--- src/rtl/std_hunt_pkg.sv ---
`timescale 1ns/1ps
package std_hunt_pkg;

    localparam int SEL_W = 2;

    typedef logic [SEL_W-1:0] sel_t;

    typedef enum logic {
        LK_HUNT = 1'b0,
        LK_HOLD = 1'b1
    } lock_state_e;

endpackage

--- src/rtl/std_hunt_sync.sv ---
`timescale 1ns/1ps
module std_hunt_sync #(
    parameter int STAGES = 2,
    parameter int WIDTH  = 2
) (
    input  logic             clk,
    input  logic             rst_n,
    input  logic [WIDTH-1:0] async_i,
    output logic [WIDTH-1:0] sync_o
);

    logic [STAGES-1:0][WIDTH-1:0] chain_d, chain_q;

    always_comb begin
        chain_d[0] = async_i;
        for (int s = 1; s < STAGES; s++) begin
            chain_d[s] = chain_q[s-1];
        end
    end

    always_ff @(posedge clk or negedge rst_n) begin
        if (!rst_n) chain_q <= '0;
        else        chain_q <= chain_d;
    end

    assign sync_o = chain_q[STAGES-1];

endmodule

--- src/rtl/std_hunt_lock.sv ---
`timescale 1ns/1ps
module std_hunt_lock
    import std_hunt_pkg::*;
#(
    parameter int MISS_W = 4
) (
    input  logic              clk,
    input  logic              rst_n,
    input  logic              tick_i,
    input  logic              trs_s_i,
    input  logic [MISS_W-1:0] limit_i,
    output logic              locked_o
);

    typedef struct packed {
        lock_state_e       st;
        logic [MISS_W-1:0] miss;
    } lock_reg_t;

    lock_reg_t         lk_d, lk_q;
    logic [MISS_W-1:0] lim_eff;

    always_comb begin
        lim_eff = (limit_i == '0) ? MISS_W'(1) : limit_i;
        lk_d    = lk_q;
        if (trs_s_i) begin
            lk_d.st   = LK_HOLD;
            lk_d.miss = '0;
        end else if (lk_q.st == LK_HOLD && tick_i) begin
            if (lk_q.miss >= lim_eff - MISS_W'(1)) begin
                lk_d.st   = LK_HUNT;
                lk_d.miss = '0;
            end else begin
                lk_d.miss = lk_q.miss + MISS_W'(1);
            end
        end
    end

    always_ff @(posedge clk or negedge rst_n) begin
        if (!rst_n) lk_q <= '{st: LK_HUNT, miss: '0};
        else        lk_q <= lk_d;
    end

    assign locked_o = (lk_q.st == LK_HOLD);


    trs_sets_lock_chk: assert property (@(posedge clk) disable iff (!rst_n)
        trs_s_i |=> locked_o);


    release_on_tick_chk: assert property (@(posedge clk) disable iff (!rst_n)
        $fell(locked_o) |-> ($past(tick_i) && !$past(trs_s_i)));

endmodule

--- src/rtl/std_hunt_count.sv ---
`timescale 1ns/1ps
module std_hunt_count
    import std_hunt_pkg::*;
(
    input  logic clk,
    input  logic rst_n,
    input  logic tick_i,
    input  logic carrier_s_i,
    input  logic locked_i,
    input  logic trs_s_i,
    output sel_t sel_o
);

    sel_t sel_d, sel_q;
    logic step;

    always_comb begin
        step  = tick_i && carrier_s_i && !locked_i && !trs_s_i;
        sel_d = sel_q;
        if (step) sel_d = sel_q + SEL_W'(1);
    end

    always_ff @(posedge clk or negedge rst_n) begin
        if (!rst_n) sel_q <= '0;
        else        sel_q <= sel_d;
    end

    assign sel_o = sel_q;


    step_by_one_chk: assert property (@(posedge clk) disable iff (!rst_n)
        !$stable(sel_q) |-> (sel_q == sel_t'($past(sel_q) + SEL_W'(1))));


    hold_when_stopped_chk: assert property (@(posedge clk) disable iff (!rst_n)
        (!carrier_s_i || locked_i) |=> $stable(sel_q));

endmodule

--- src/rtl/std_hunt_ctrl.sv ---
`timescale 1ns/1ps
module std_hunt_ctrl
    import std_hunt_pkg::*;
#(
    parameter int MISS_W    = 4,
    parameter int SYNC_STGS = 2
) (
    input  logic              clk,
    input  logic              rst_n,
    input  logic              tick_i,
    input  logic              carrier_i,
    input  logic              trs_valid_i,
    input  logic [MISS_W-1:0] miss_limit_i,
    output logic [1:0]        sel_o
);

    localparam int N_ASYNC = 2;

    logic [N_ASYNC-1:0] async_in, sync_out;
    logic               carrier_s, trs_s, locked;
    sel_t               sel;

    assign async_in = {trs_valid_i, carrier_i};

    std_hunt_sync #(.STAGES(SYNC_STGS), .WIDTH(N_ASYNC)) u_sync (
        .clk     (clk),
        .rst_n   (rst_n),
        .async_i (async_in),
        .sync_o  (sync_out)
    );

    assign carrier_s = sync_out[0];
    assign trs_s     = sync_out[1];

    std_hunt_lock #(.MISS_W(MISS_W)) u_lock (
        .clk      (clk),
        .rst_n    (rst_n),
        .tick_i   (tick_i),
        .trs_s_i  (trs_s),
        .limit_i  (miss_limit_i),
        .locked_o (locked)
    );

    std_hunt_count u_count (
        .clk         (clk),
        .rst_n       (rst_n),
        .tick_i      (tick_i),
        .carrier_s_i (carrier_s),
        .locked_i    (locked),
        .trs_s_i     (trs_s),
        .sel_o       (sel)
    );

    assign sel_o = sel;


    move_needs_tick_chk: assert property (@(posedge clk) disable iff (!rst_n)
        !$stable(sel_o) |-> $past(tick_i));

endmodule

--- config.mk ---
export PLATFORM = sky130hd
export DESIGN_NAME = std_hunt_ctrl
export DESIGN_NICKNAME = d
export VERILOG_FILES = /design/src/rtl/std_hunt_pkg.sv /design/src/rtl/std_hunt_sync.sv /design/src/rtl/std_hunt_lock.sv /design/src/rtl/std_hunt_count.sv /design/src/rtl/std_hunt_ctrl.sv
export SDC_FILE = /design/constraint.sdc
export NUM_CORES = 1
export LEC_CHECK = 0
export BUFFER_PORTS_ARGS = -buffer_cell sky130_fd_sc_hd__buf_2
export CORE_AREA = 2 2 39 41
export CTS_CLUSTER_DIAMETER = 120
export DETAILED_ROUTE_END_ITERATION = 7
export DIE_AREA = 0 0 41 43
export GPL_ROUTABILITY_DRIVEN = 0
export PLACE_DENSITY = 0.6
export SLEW_MARGIN = 0
export SYNTH_ARGS = -nofsm -noshare
export SYNTH_HDL_FRONTEND = slang
export SYNTH_SLANG_ARGS = --single-unit
--- constraint.sdc ---
create_clock -name clk -period 3.5 [get_ports clk]
set_input_delay 0.7 -clock clk [delete_from_list [all_inputs] [get_ports clk]]
set_output_delay 0.7 -clock clk [all_outputs]
set_load 0.02 [all_outputs]
Word-level counts from Yosys, hierarchy flattened:

Index checks and enable logic that the tools add are counted.

* flip-flop bits (word level): 11
* bits of input ports: 9
* output and inout port bits: 2
* logic and storage cells: 24

* $add $sub $neg: 3
* order comparisons: 1
* muxes and demuxes: 5
* reduce and logical (&&, ||, !) cells: 10

Operators with widths (number)
* two-way mux 5 bit: 2
* two-way mux 4 bit: 2
* adder 4 x 1 -> 4 bit, second input constant: 1
* greater-or-equal comparator 4 bit: 1
* logical AND 1 bit: 4
* zero test 4 bit: 1
* nonzero test 2 bit: 2
* subtractor 4 x 1 -> 4 bit, second input constant: 1
* adder 2 x 1 -> 2 bit, second input constant: 1
* zero test 1 bit: 2
* AND reduction 2 bit: 1
* two-way mux 1 bit: 1

Longest topological paths before layout:

Gate-level depths: netlist of the first run.

* depth after elaboration: 7
* mapped depth: 9
* gate-level depth less buffers: 9

Modules after synthesis:

From an unflattened synthesis of the first run, not the netlist that was laid out.

* cells, all modules: 50
* area, all modules: 549.3 µm²

By module, submodules not included
* std_hunt_lock: instances 1, cells an instance 40, area an instance 365.4 µm²
* std_hunt_sync: instances 1, cells an instance 4, area an instance 100.1 µm²
* std_hunt_count: instances 1, cells an instance 6, area an instance 83.8 µm²

Least setup slack after synthesis of the first run:

No wires, ideal clock.

* path type: input to register
* start point: input port miss_limit_i[1]
* end point: register u_lock.lk_q[2] (netlist name)
* setup time: 118 ps
* data arrival time: 2051 ps
* required time: 3382 ps
* path slack: 1331 ps
* stages on the path: 9
* cells stage by stage: nor3_1 -> nor2_1 -> ha_1 -> xnor2_1 -> ha_1 -> o211ai_1 -> o21ai_2 -> o21bai_1 -> a21o_1

* cells in the longest elaborated chain, start to end: 7

RTL lines
* start: declaration: RTL line std_hunt_ctrl.sv:13 `input logic [MISS_W-1:0] miss_limit_i,`
* zero test 4 bit: RTL line std_hunt_lock.sv:24 `lim_eff = (limit_i == '0) ? MISS_W'(1) : limit_i;`
* two-way mux 4 bit (*): RTL line std_hunt_lock.sv:24
* subtractor 4 x 1 -> 4 bit (*): RTL line std_hunt_lock.sv:30 `if (lk_q.miss >= lim_eff - MISS_W'(1)) begin`
* greater-or-equal comparator 4 bit (*): RTL line std_hunt_lock.sv:30
* two-way mux 4 bit (*): RTL line std_hunt_lock.sv:30
* two-way mux 5 bit (*): RTL line std_hunt_lock.sv:29 `end else if (lk_q.st == LK_HOLD && tick_i) begin`
* two-way mux 5 bit (*): RTL line std_hunt_lock.sv:26 `if (trs_s_i) begin`
* end signal: assignment: RTL line std_hunt_lock.sv:40 `if (!rst_n) lk_q <= '{st: LK_HUNT, miss: '0};`
* end signal: assignment: RTL line std_hunt_lock.sv:41 `else lk_q <= lk_d;`
* end: declaration: RTL line std_hunt_lock.sv:20 `lock_reg_t lk_d, lk_q;`

Mark *: on every way between the ends. The rest lies on a longest branch, timed or not. The select of a mux whose other input is x is not followed.
A chain may end at the register's enable or synchronous reset.

Final worst setup path of the first run:

Same ends and word-level chain as after synthesis.

==> results.cfg, run 1 <==
[setup_path]
cp_data_arrival_time_ns = 2.27
setup.reg_to_reg.worst_slack_ns = 1.99
r2r-end = u_lock.lk_q[2]
regToRegStartpoint = u_lock.lk_q[3]
combined_buffer_and_inverter_count_along_the_critical_path = 1
timing.critical_path.to = u_lock.lk_q[2]
crit_start = miss_limit_i[1]
worstPathCellList = buf_2 -> nor3_1 -> nor2_1 -> ha_1 -> xnor2_1 -> ha_1 -> o211ai_1 -> o21ai_2 -> o21bai_1 -> a21o_1
reg2reg_depth = 5
largest_delay_contributor_family_on_the_critical_path = compound AO/OA/AOI/OAI gates
crit_path_max_incr_delay_ns = 0.27
cp_num_cells = 10
crit_path_frequent_cell = sky130_fd_sc_hd__ha_1
endpoint_kind = flop
crit_path_top_delay_cell = sky130_fd_sc_hd__ha_1
setup.worst_path.start_class = primary input
path_class = primary input to flop
critPathMaxFanout = 6
worst_ep_required_ns = 3.66

[clock_tree]
cts_inserted_buffers = 3
ctsHtreeMaxLevel = 1
postCtsSetupRepairBufs = 0
clk_transition_reported_paths_ns = 0.07
worstSkewPairLatency_ns = 0.26
root_buffer = sky130_fd_sc_hd__clkbuf_4
cts_tree = built
ctsHoldBuffers = 0
cts_resized = 0
cts_max_path_buffers = 2
sink_count = 11

[detailed_routing]
via_per_inst = 5.051
detail_route.first_pass.iterations = 1
drtIter0Drc = 0
route.detailed.drc = 0
num_vias = 394
route.antenna.remaining_nets = 0
wire_per_inst_um = 10.42
routed_wl_um = 813

[grt]
grt_util_all_layers_pct = 13.06
grt_antenna_before_repair = 0
grt_start_max_net_pins = 12
first_pass_grt_wire_length_um = 1476
first_global_vias = 383
grt_ovf = 0

[layout]
post-route-util_pct = 47.92
final_layout_size_suffix_gt1_share_pct = 30.65
antenna-diode-count = 0
numnets_final = 78
mostFrequentLayoutCells = 11 x sky130_fd_sc_hd__dfrtp_1, 10 x sky130_fd_sc_hd__buf_2, 6 x sky130_fd_sc_hd__ha_1, 4 x sky130_fd_sc_hd__nand2_1
area_growth_pct = 17.26
count_of_fill_cells_added_during_filler_insertion = 130
leading_cell_type_in_the_layout_fill_and_taps_excluded = sky130_fd_sc_hd__dfrtp_1

[timing]
worst_pin_slew_ns = 0.2712
post_route_worst_setup_slack_ns = 1.385
final_setup_violation_count = 0
normalized_max_slew_margin_pct = 81.91
fin_tns_setup_ns = 0
finalHoldViolCount = 0
timing.final.crit_share_pct = 60.42
timing.fmax_ghz = 0.4729
min_period_ns = 2.115
grt_setup_unrepaired = no
maxSlewViolCount = 0
fin_skew_ns = 0.0007746

[synth]
synth.lib_cells_used.distinct = 23
yosysWarnings = 0
synth_seq_cells = 11
syn_nets = 63
syn-mean-instance-area_um2 = 11.78
syn_inst = 48
synth.yosys.seq_area_share_pct = 48.67
netlist_area_um2 = 565.5

[pwr]
max-vdd-ir-drop_v = 0.0003444
share_seq_of_total_power_pct = 50.7
power.density_cell_area_nw_per_um2 = 478.2
p_leak_nw = 0.3313
combinationalPowerShare_pct = 23.4
switching_share_pct = 30.46
p_sw_w = 0.00009660
report.power.total_w = 0.0003171
cellInternalPower_w = 0.0002205
power_frac_clock_pct = 25.9

[place]
dpl_worst_slack_ns = 1.095
dp_hpwl_um = 686.9
place.port_buffers = 10

[floorplan]
num_rows = 14
die_area_um2 = 1763
core_um2 = 1384
dieHeight_um = 43
effective_utilization_at_floorplan_pct = 40.87
io_pins = 11
die_width_um = 41

[worst_hold_path]
worst_min_delay_path_class = primary input to async pin

[run]
maxCapViolCount = 0

[status]
run_status = finished, final reports clean
-- cell usage after synthesis --
master / number / area share (%)
sky130_fd_sc_hd__xnor2_1: 2 / 3.1
sky130_fd_sc_hd__inv_1: 2 / 1.3
sky130_fd_sc_hd__a21o_1: 3 / 4.0
sky130_fd_sc_hd__and4bb_1: 1 / 2.2
sky130_fd_sc_hd__nor3_1: 3 / 2.7
sky130_fd_sc_hd__dfrtp_1: 11 / 49
sky130_fd_sc_hd__nand3b_1: 1 / 1.3
sky130_fd_sc_hd__o211ai_1: 1 / 1.3
sky130_fd_sc_hd__o21ai_1: 1 / 0.88
sky130_fd_sc_hd__nand3_1: 2 / 1.8
sky130_fd_sc_hd__ha_1: 6 / 13
sky130_fd_sc_hd__a21oi_2: 1 / 1.5
sky130_fd_sc_hd__o31ai_1: 1 / 1.3
sky130_fd_sc_hd__o21bai_1: 1 / 1.3
sky130_fd_sc_hd__o21ai_2: 1 / 1.5
sky130_fd_sc_hd__nor4b_2: 1 / 2.7
sky130_fd_sc_hd__a21oi_1: 1 / 0.88
sky130_fd_sc_hd__o21ai_0: 1 / 0.88
sky130_fd_sc_hd__nor3b_2: 1 / 2.2
sky130_fd_sc_hd__a211oi_2: 1 / 2.2
sky130_fd_sc_hd__nand2_1: 4 / 2.7
sky130_fd_sc_hd__xor2_1: 1 / 1.5
sky130_fd_sc_hd__nor2_1: 1 / 0.66
-- power groups by stage --
stage	clock network [W]	logic, W	registers (W)
3_5_place_dp	0	0.0000760	0.000164
6_report	0.0000821	0.0000741	0.000161
5_1_grt	0.0000947	0.0000845	0.000165
4_1_cts	0.0000867	0.0000764	0.000161
3_3_place_gp	0	0.0000740	0.000164
2_1_floorplan	0	0.0000351	0.000176
-- worst reg2reg max path: cells and delay by family, from the launching register on --
family          cells  cell delay [ns]
fa+ha+maj           1             0.33
compound gates      3             0.47
simple gates        1             0.23
flops               1             0.41
-- registers in the layout, indices dropped and copies added (netlist names) --
name	cells
u_count.sel_o	2
u_lock.lk_q	4
u_lock.locked_o	1
u_sync.chain_d	2
u_sync.sync_o	2
-- layout make-up --
class,count,area [um^2],area share [%]
Inverter,2,7.507,1.132
Sequential cell,11,275.3,41.51
Clock inverter,1,5.005,0.7547
Tap cell,16,20.02,3.019
Clock buffer,3,22.52,3.396
Multi-Input combinational cell,35,282.8,42.64
Timing Repair Buffer,10,50.05,7.547
-- kinds of logic after synthesis --
| family | share of synthesized area, % |
|---|---|
| AOI/OAI and AO/OA | 15.93 |
| xor gates and xnor gates | 4.647 |
| adders and majority gates | 13.27 |
| buffers and inverters | 1.328 |
| DFF | 48.67 |
| and+or+nand+nor | 16.15 |
-- stage by stage --
step,area [um^2],hold WS [ns],std cells
after global routing,663.1,0.2746,78
final,663.1,0.2829,78
after CTS,663.1,0.2801,78
after detailed placement,635.6,0.3451,74
after global placement,635.6,0.3341,74
after floorplan,565.5,0.3312,48
-- how the worst min path moves through the flow --
stage | from | end
after global placement | u_sync.chain_d[2] | u_sync.sync_o[0]
after CTS | rst_n | u_sync.chain_d[2]
after detailed placement | u_sync.chain_d[2] | u_sync.sync_o[0]
after floorplan | u_sync.chain_d[2] | u_sync.sync_o[0]
final | rst_n | u_lock.locked_o
after global routing | rst_n | u_lock.locked_o
-- layer usage --
metal	routed length [um]	GRT usage [%]	share of wire [%]
met1	377	14.92	46
met2	382	18.75	47
met3	54	9.424	6.6
met4	0	4.000	0
met5	0	0	0
Note: power is estimated with default switching activity, not from simulation.
==> inputs of run 2 (changes only) <==
Clock period 3.5 ns to 2.1 ns, I/O delays scaled along.
==> run 2 against run 1 <==
Compared with the run above:
- first-iteration DRC count up 7
- final area up 2.6%
- sequential share of layout area down 1.1 points
- worst setup slack worse by 1.1 ns
- flip-flop and latch count unchanged
- clock skew up 0.0025 ns
- sequential power up 68%
- clock power up 83%
- critical endpoint is now u_lock.locked_o
==> results.cfg, run 2 (same netlist as run 1, synthesis figures left out) <==
[clock_tree]
ctsHoldBuffers = 1
cts_max_path_buffers = 2
cts_tree = built
cts_resized = 0
root_buffer = sky130_fd_sc_hd__clkbuf_4
postCtsSetupRepairBufs = 0
ctsHtreeMaxLevel = 1
sink_count = 11
cts_inserted_buffers = 3
worstSkewPairLatency_ns = 0.28
clk_transition_reported_paths_ns = 0.07

[grt]
first_global_vias = 392
grt_ovf = 0
global_route.usage.met2_pct = 20.31
grt_use_met1_pct = 16.78
grt_util_all_layers_pct = 14.12
first_pass_grt_wire_length_um = 1600
use_met3_pct = 4.712
globalRoute.busiestLayer = met2
grt_start_max_net_pins = 12
grt_antenna_before_repair = 0

[pwr]
power_frac_clock_pct = 27.4
max-vdd-ir-drop_v = 0.0004852
share_seq_of_total_power_pct = 49.3
switching_share_pct = 32.32
combinationalPowerShare_pct = 23.3
p_sw_w = 0.0001769
p_leak_nw = 0.3404
power.density_cell_area_nw_per_um2 = 803.8
cellInternalPower_w = 0.0003703

[place]
place.port_buffers = 10
dpl.cell_count = 75
dp_hpwl_um = 705.7
cell_area_placed_um2 = 643.1

[setup_path]
crit_start = miss_limit_i[1]
worst_ep_required_ns = 2.27
critPathMaxFanout = 6
setup.worst_path.start_class = primary input
cp_data_arrival_time_ns = 2.02
regToRegStartpoint = u_lock.lk_q[0]
path_class = primary input to flop
endpoint_kind = flop

[layout]
seq_cell_area_um2 = 275.3
largest_register_ff_count = 4
mostFrequentLayoutCells = 11 x sky130_fd_sc_hd__dfrtp_1, 10 x sky130_fd_sc_hd__buf_2, 6 x sky130_fd_sc_hd__ha_1, 4 x sky130_fd_sc_hd__nand2_1
count_of_fill_cells_added_during_filler_insertion = 134
numnets_final = 80
multi_input_area_um2 = 282.8
leading_cell_type_in_the_layout_fill_and_taps_excluded = sky130_fd_sc_hd__dfrtp_1
registers.top_by_ff_count = u_lock.lk_q
final_layout_size_suffix_gt1_share_pct = 31.25
area_growth_pct = 20.35
fin_area_um2 = 680.7
finalNonFillerCells = 80
antenna-diode-count = 0

[floorplan]
num_rows = 14
core_um2 = 1384
die_area_um2 = 1763
dieHeight_um = 43
die_width_um = 41
effective_utilization_at_floorplan_pct = 40.87
io_pins = 11

[timing]
timing.fmax_ghz = 0.5404
timing.final.crit_share_pct = 88.12
worst_pin_slew_ns = 0.2954
finalHoldViolCount = 0
grt_setup_unrepaired = no
maxSlewViolCount = 0
normalized_max_slew_margin_pct = 80.31
fin_skew_ns = 0.003310
min_period_ns = 1.851
final_setup_violation_count = 0
fin_tns_setup_ns = 0

[run]
maxCapViolCount = 0

[detailed_routing]
route.antenna.remaining_nets = 0
via_per_inst = 5.200
routed_wl_um = 917
num_vias = 416
route.detailed.drc = 0
wire_per_inst_um = 11.46
drtIter0Drc = 7
detail_route.first_pass.iterations = 4

[worst_hold_path]
min-delay-start = trs_valid_i
worst_min_delay_path_class = primary input to flop

[status]
run_status = finished, final reports clean
## run 2: layer usage
layer / part of all wire [%] / wire [um]
met1: 46 / 425
met2: 47 / 428
met3: 3.7 / 34
met4: 3.2 / 29
met5: 0 / 0
## run 2: per-stage QoR
| step | setup slack (ns) | hold slack, ns | utilization, % | total power (W) |
|---|---|---|---|---|
| after floorplan | 0.2112 | 0.1244 | - | 0.0003524 |
| after global placement | -0.008550 | 0.2986 | 46.47 | 0.0003981 |
| after detailed placement | -0.05324 | 0.2982 | 46.47 | 0.0004014 |
| after CTS | 0.2364 | 0.2419 | 49.19 | 0.0005535 |
| after global routing | 0.1292 | 0.2308 | 49.19 | 0.0005822 |
| final | 0.2494 | 0.2457 | 49.19 | 0.0005471 |
## run 2: worst paths after layout
path                                           to  slack, ns  cells after the start
worst min register to register   u_sync.sync_o[0]       0.35                      0
worst max register to register     u_lock.lk_q[2]       0.60                      6
min in group asynchronous        u_count.sel_o[1]       0.54                      2
worst max-delay path              u_lock.locked_o       0.25                     10
worst min-delay path            u_sync.chain_d[3]       0.25                      1
max in group asynchronous       u_sync.chain_d[3]       1.36                      2
## run 2: cell type report
cell class,instances,area share [%]
Tap cell,16,2.941
Clock buffer,3,3.309
Multi-Input combinational cell,35,41.54
Inverter,2,1.103
Sequential cell,11,40.44
Clock inverter,1,0.7353
Timing Repair Buffer,12,9.926
## run 2: power groups by stage
| stage | sequential, W | combinational [W] | clock (W) |
|---|---|---|---|
| finish | 0.000270 | 0.000128 | 0.000150 |
| global route | 0.000276 | 0.000142 | 0.000164 |
| CTS | 0.000269 | 0.000130 | 0.000154 |
| detailed placement | 0.000273 | 0.000128 | 0 |
| global placement | 0.000274 | 0.000125 | 0 |
| floorplan | 0.000294 | 0.0000585 | 0 |
## run 2: critical path, stage by stage
cell,delay (ns)
sky130_fd_sc_hd__buf_2,0.11
sky130_fd_sc_hd__nor3_1,0.18
sky130_fd_sc_hd__nor2_1,0.08
sky130_fd_sc_hd__ha_1,0.19
sky130_fd_sc_hd__xnor2_1,0.12
sky130_fd_sc_hd__ha_1,0.27
sky130_fd_sc_hd__o211ai_1,0.10
sky130_fd_sc_hd__o21ai_2,0.27
sky130_fd_sc_hd__nand2_1,0.09
sky130_fd_sc_hd__a21o_1,0.18
==> inputs of run 3 (changes only) <==
Settings changed: ABC_AREA from default to 1, CORE_AREA 2 2 39 41 to 10 10 47 49, DIE_AREA 0 0 41 43 to 0 0 57 59, PLACE_DENSITY 0.6 to 0.61.
==> run 3 against run 2 <==
Compared with the run above:
- clock skew fell by 0.00080 ns
- largest power group unchanged
- largest cell class unchanged
- critical path type unchanged
- cell count rose by 20%
- critical endpoint unchanged
- power rose by 8.1%
- combinational power rose by 33%
- flip-flop and latch count did not move
- area after synthesis rose by 3.1%
==> results.cfg, run 3 <==
[setup_path]
worstPathCellList = buf_2 -> or3_1 -> nor2_1 -> nor2_1 -> ha_1 -> xnor2_1 -> ha_1 -> nand2_1 -> inv_1 -> nand2_1 -> nand2_2 -> nand2_1 -> nand2_1 -> nand2_1
path_class = primary input to flop
endpoint_kind = flop
crit_path_max_incr_delay_ns = 0.38
cp_data_arrival_time_ns = 2.06
setup.worst_path.start_class = primary input
reg2reg_depth = 11
critPathMaxFanout = 5
crit_path_frequent_cell = sky130_fd_sc_hd__nand2_1
worst_ep_required_ns = 2.26
crit_path_top_delay_cell = sky130_fd_sc_hd__or3_1

[timing]
worst_pin_slew_ns = 0.2434
timing.fmax_ghz = 0.5261
maxSlewViolCount = 0
grt_setup_unrepaired = no
timing.final.crit_share_pct = 90.52
fin_skew_ns = 0.002510
finalHoldViolCount = 0
normalized_max_slew_margin_pct = 83.77
final_setup_violation_count = 0
min_period_ns = 1.901

[synth]
netlist_area_um2 = 583.1
ys.flop_type = sky130_fd_sc_hd__dfrtp_1
synth-async-reset-ratio_pct = 100.0
synth_top_cell_area_share_pct = 47.21
syn_nets = 79
netlist_top_cells_area = sky130_fd_sc_hd__dfrtp_1 47%, sky130_fd_sc_hd__ha_1 13%, sky130_fd_sc_hd__nand2_1 11%
post-synth-top-area-cell = sky130_fd_sc_hd__dfrtp_1
synth_seq_cells = 11
yosys.cell_count.top_type = sky130_fd_sc_hd__nand2_1
number_of_enable_type_register_cells_in_the_synthesized_netlist = 0
syn_inst = 64
synth.yosys.seq_area_share_pct = 47.21
synth.lib_cells_used.distinct = 15
yosysWarnings = 0
syn-mean-instance-area_um2 = 9.110
synth_common_cells = 17 x sky130_fd_sc_hd__nand2_1, 11 x sky130_fd_sc_hd__dfrtp_1, 8 x sky130_fd_sc_hd__inv_1

[pwr]
power_frac_clock_pct = 24.6
max-vdd-ir-drop_v = 0.0005389
p_leak_nw = 0.3890
p_sw_w = 0.0002041
report.power.total_w = 0.0005914
power.density_cell_area_nw_per_um2 = 847.1
share_seq_of_total_power_pct = 46.6
switching_share_pct = 34.50
cellInternalPower_w = 0.0003874
combinationalPowerShare_pct = 28.7

[floorplan]
num_rows = 14
effective_utilization_at_floorplan_pct = 41.61
die_width_um = 57
die_area_um2 = 3363
dieHeight_um = 59
io_pins = 11
core_um2 = 1401

[detailed_routing]
route.antenna.remaining_nets = 0
drtIter0Drc = 1
routed_wl_um = 944
num_vias = 436
via_per_inst = 4.542
wire_per_inst_um = 9.833
detail_route.first_pass.iterations = 2
route.detailed.drc = 0

[layout]
area_growth_pct = 19.74
mostFrequentLayoutCells = 16 x sky130_fd_sc_hd__nand2_1, 11 x sky130_fd_sc_hd__dfrtp_1, 10 x sky130_fd_sc_hd__buf_2, 8 x sky130_fd_sc_hd__inv_1, 6 x sky130_fd_sc_hd__ha_1
registers.top_by_ff_count = u_lock.lk_q
largest_register_ff_count = 4
leading_cell_type_in_the_layout_fill_and_taps_excluded = sky130_fd_sc_hd__nand2_1
numnets_final = 96
post-route-util_pct = 49.82
antenna-diode-count = 0
final_layout_size_suffix_gt1_share_pct = 28.75

[clock_tree]
clk_transition_reported_paths_ns = 0.07
root_buffer = sky130_fd_sc_hd__clkbuf_4
worstSkewPairLatency_ns = 0.27
cts_max_path_buffers = 2
cts_tree = built
sink_count = 11
cts_inserted_buffers = 3
ctsHtreeMaxLevel = 1
ctsHoldBuffers = 0

[grt]
grt_ovf = 0
first_pass_grt_wire_length_um = 1662
grt_start_max_net_pins = 12
grt_util_all_layers_pct = 6.288
first_global_vias = 437
grt_antenna_before_repair = 0

[place]
place.port_buffers = 10
dp_hpwl_um = 756.5

[worst_hold_path]
worst_min_delay_path_class = primary input to async pin

[status]
run_status = finished, final reports clean

[run]
maxCapViolCount = 0
-- run 3: cell types whose count changed after synthesis, sizes merged, moves of 3 or more --
| cell | delta |
|---|---|
| nor2 | +5 |
| a21o | -3 |
| xor2 | +3 |
| inv | +7 |
| nor3 | -3 |
| nand2 | +17 |
-- run 3: timing repair --
action / CTS / global route
setup buffers: 0 / 0
endpoints found under the setup margin: 0 / 1
resized for setup: 0 / 1
-- run 3: layout make-up --
| cell class | instances | area (um^2) |
|---|---|---|
| fill | 141 | 703.2 |
| multi-input combinational | 44 | 276.5 |
| sequential | 11 | 275.3 |
| timing repair buffer | 12 | 65.06 |
| inverter | 9 | 33.78 |
| clock buffer | 3 | 22.52 |
| tap | 16 | 20.02 |
| clock inverter | 1 | 5.005 |
-- run 3: worst paths after layout --
| check | startpoint | endpoint | slack, ns |
|---|---|---|---|
| setup reg to reg | u_lock.lk_q[0] | u_lock.locked_o | 0.74 |
| hold reg to reg | u_sync.chain_d[2] | u_sync.sync_o[0] | 0.35 |
| hold / removal | rst_n | u_count.sel_o[1] | 0.0007 |
| setup / recovery | miss_limit_i[1] | u_lock.locked_o | 0.20 |
| max in group asynchronous | rst_n | u_lock.locked_o | 1.90 |
| min in group clk | trs_valid_i | u_sync.chain_d[3] | 0.25 |
-- run 3: cells by family (layout without fill, tap and decap cells) --
kind of cell / count (synthesis) / count (layout) / synth area share (%)
compound gates: 4 / 4 / 3.434
xor+xnor: 5 / 5 / 7.510
flops: 11 / 11 / 47.21
buf+inv: 9 / 25 / 5.794
simple gates: 29 / 29 / 23.18
fa+ha+maj: 6 / 6 / 12.88
-- run 3: metal layers --
layer,global-route usage (%),share of wire [%],up-vias
met5,0,0,-
met4,2.013,0,0
met3,4.077,4.9,0
met2,11.32,53,5
met1,5.623,42,200
li1,-,-,231
-- run 3: power groups by stage --
stage | combinational (W) | clock (W) | sequential (W)
after floorplan | 0.0000938 | 0 | 0.000302
after global placement | 0.000167 | 0 | 0.000279
after detailed placement | 0.000172 | 0 | 0.000281
after CTS | 0.000174 | 0.000153 | 0.000276
after global routing | 0.000202 | 0.000164 | 0.000280
final | 0.000170 | 0.000146 | 0.000276
-- run 3: critical path: cells and delay by family --
family                     cells  cell delay [ns]
and+or+nand+nor                9             0.92
adders and majority gates      2             0.45
buffers and inverters          2             0.14
xor gates and xnor gates       1             0.13
-- run 3: metrics by stage --
| step | setup slack (ns) | TNS (ns) | instance area [um^2] | hold slack (ns) | instances |
|---|---|---|---|---|---|
| 3_5_place_dp | -0.1524 | -0.5053 | 668.1 | 0.3011 | 92 |
| 5_1_grt | 0.05185 | 0 | 698.2 | 0.003630 | 96 |
| 4_1_cts | 0.1252 | 0 | 695.7 | 0.001742 | 96 |
| 6_report | 0.1991 | 0 | 698.2 | 0.0006993 | 96 |
| 2_1_floorplan | 0.1202 | 0 | 583.1 | 0.1244 | 64 |
| 3_3_place_gp | -0.08945 | -0.2697 | 668.1 | 0.2969 | 92 |
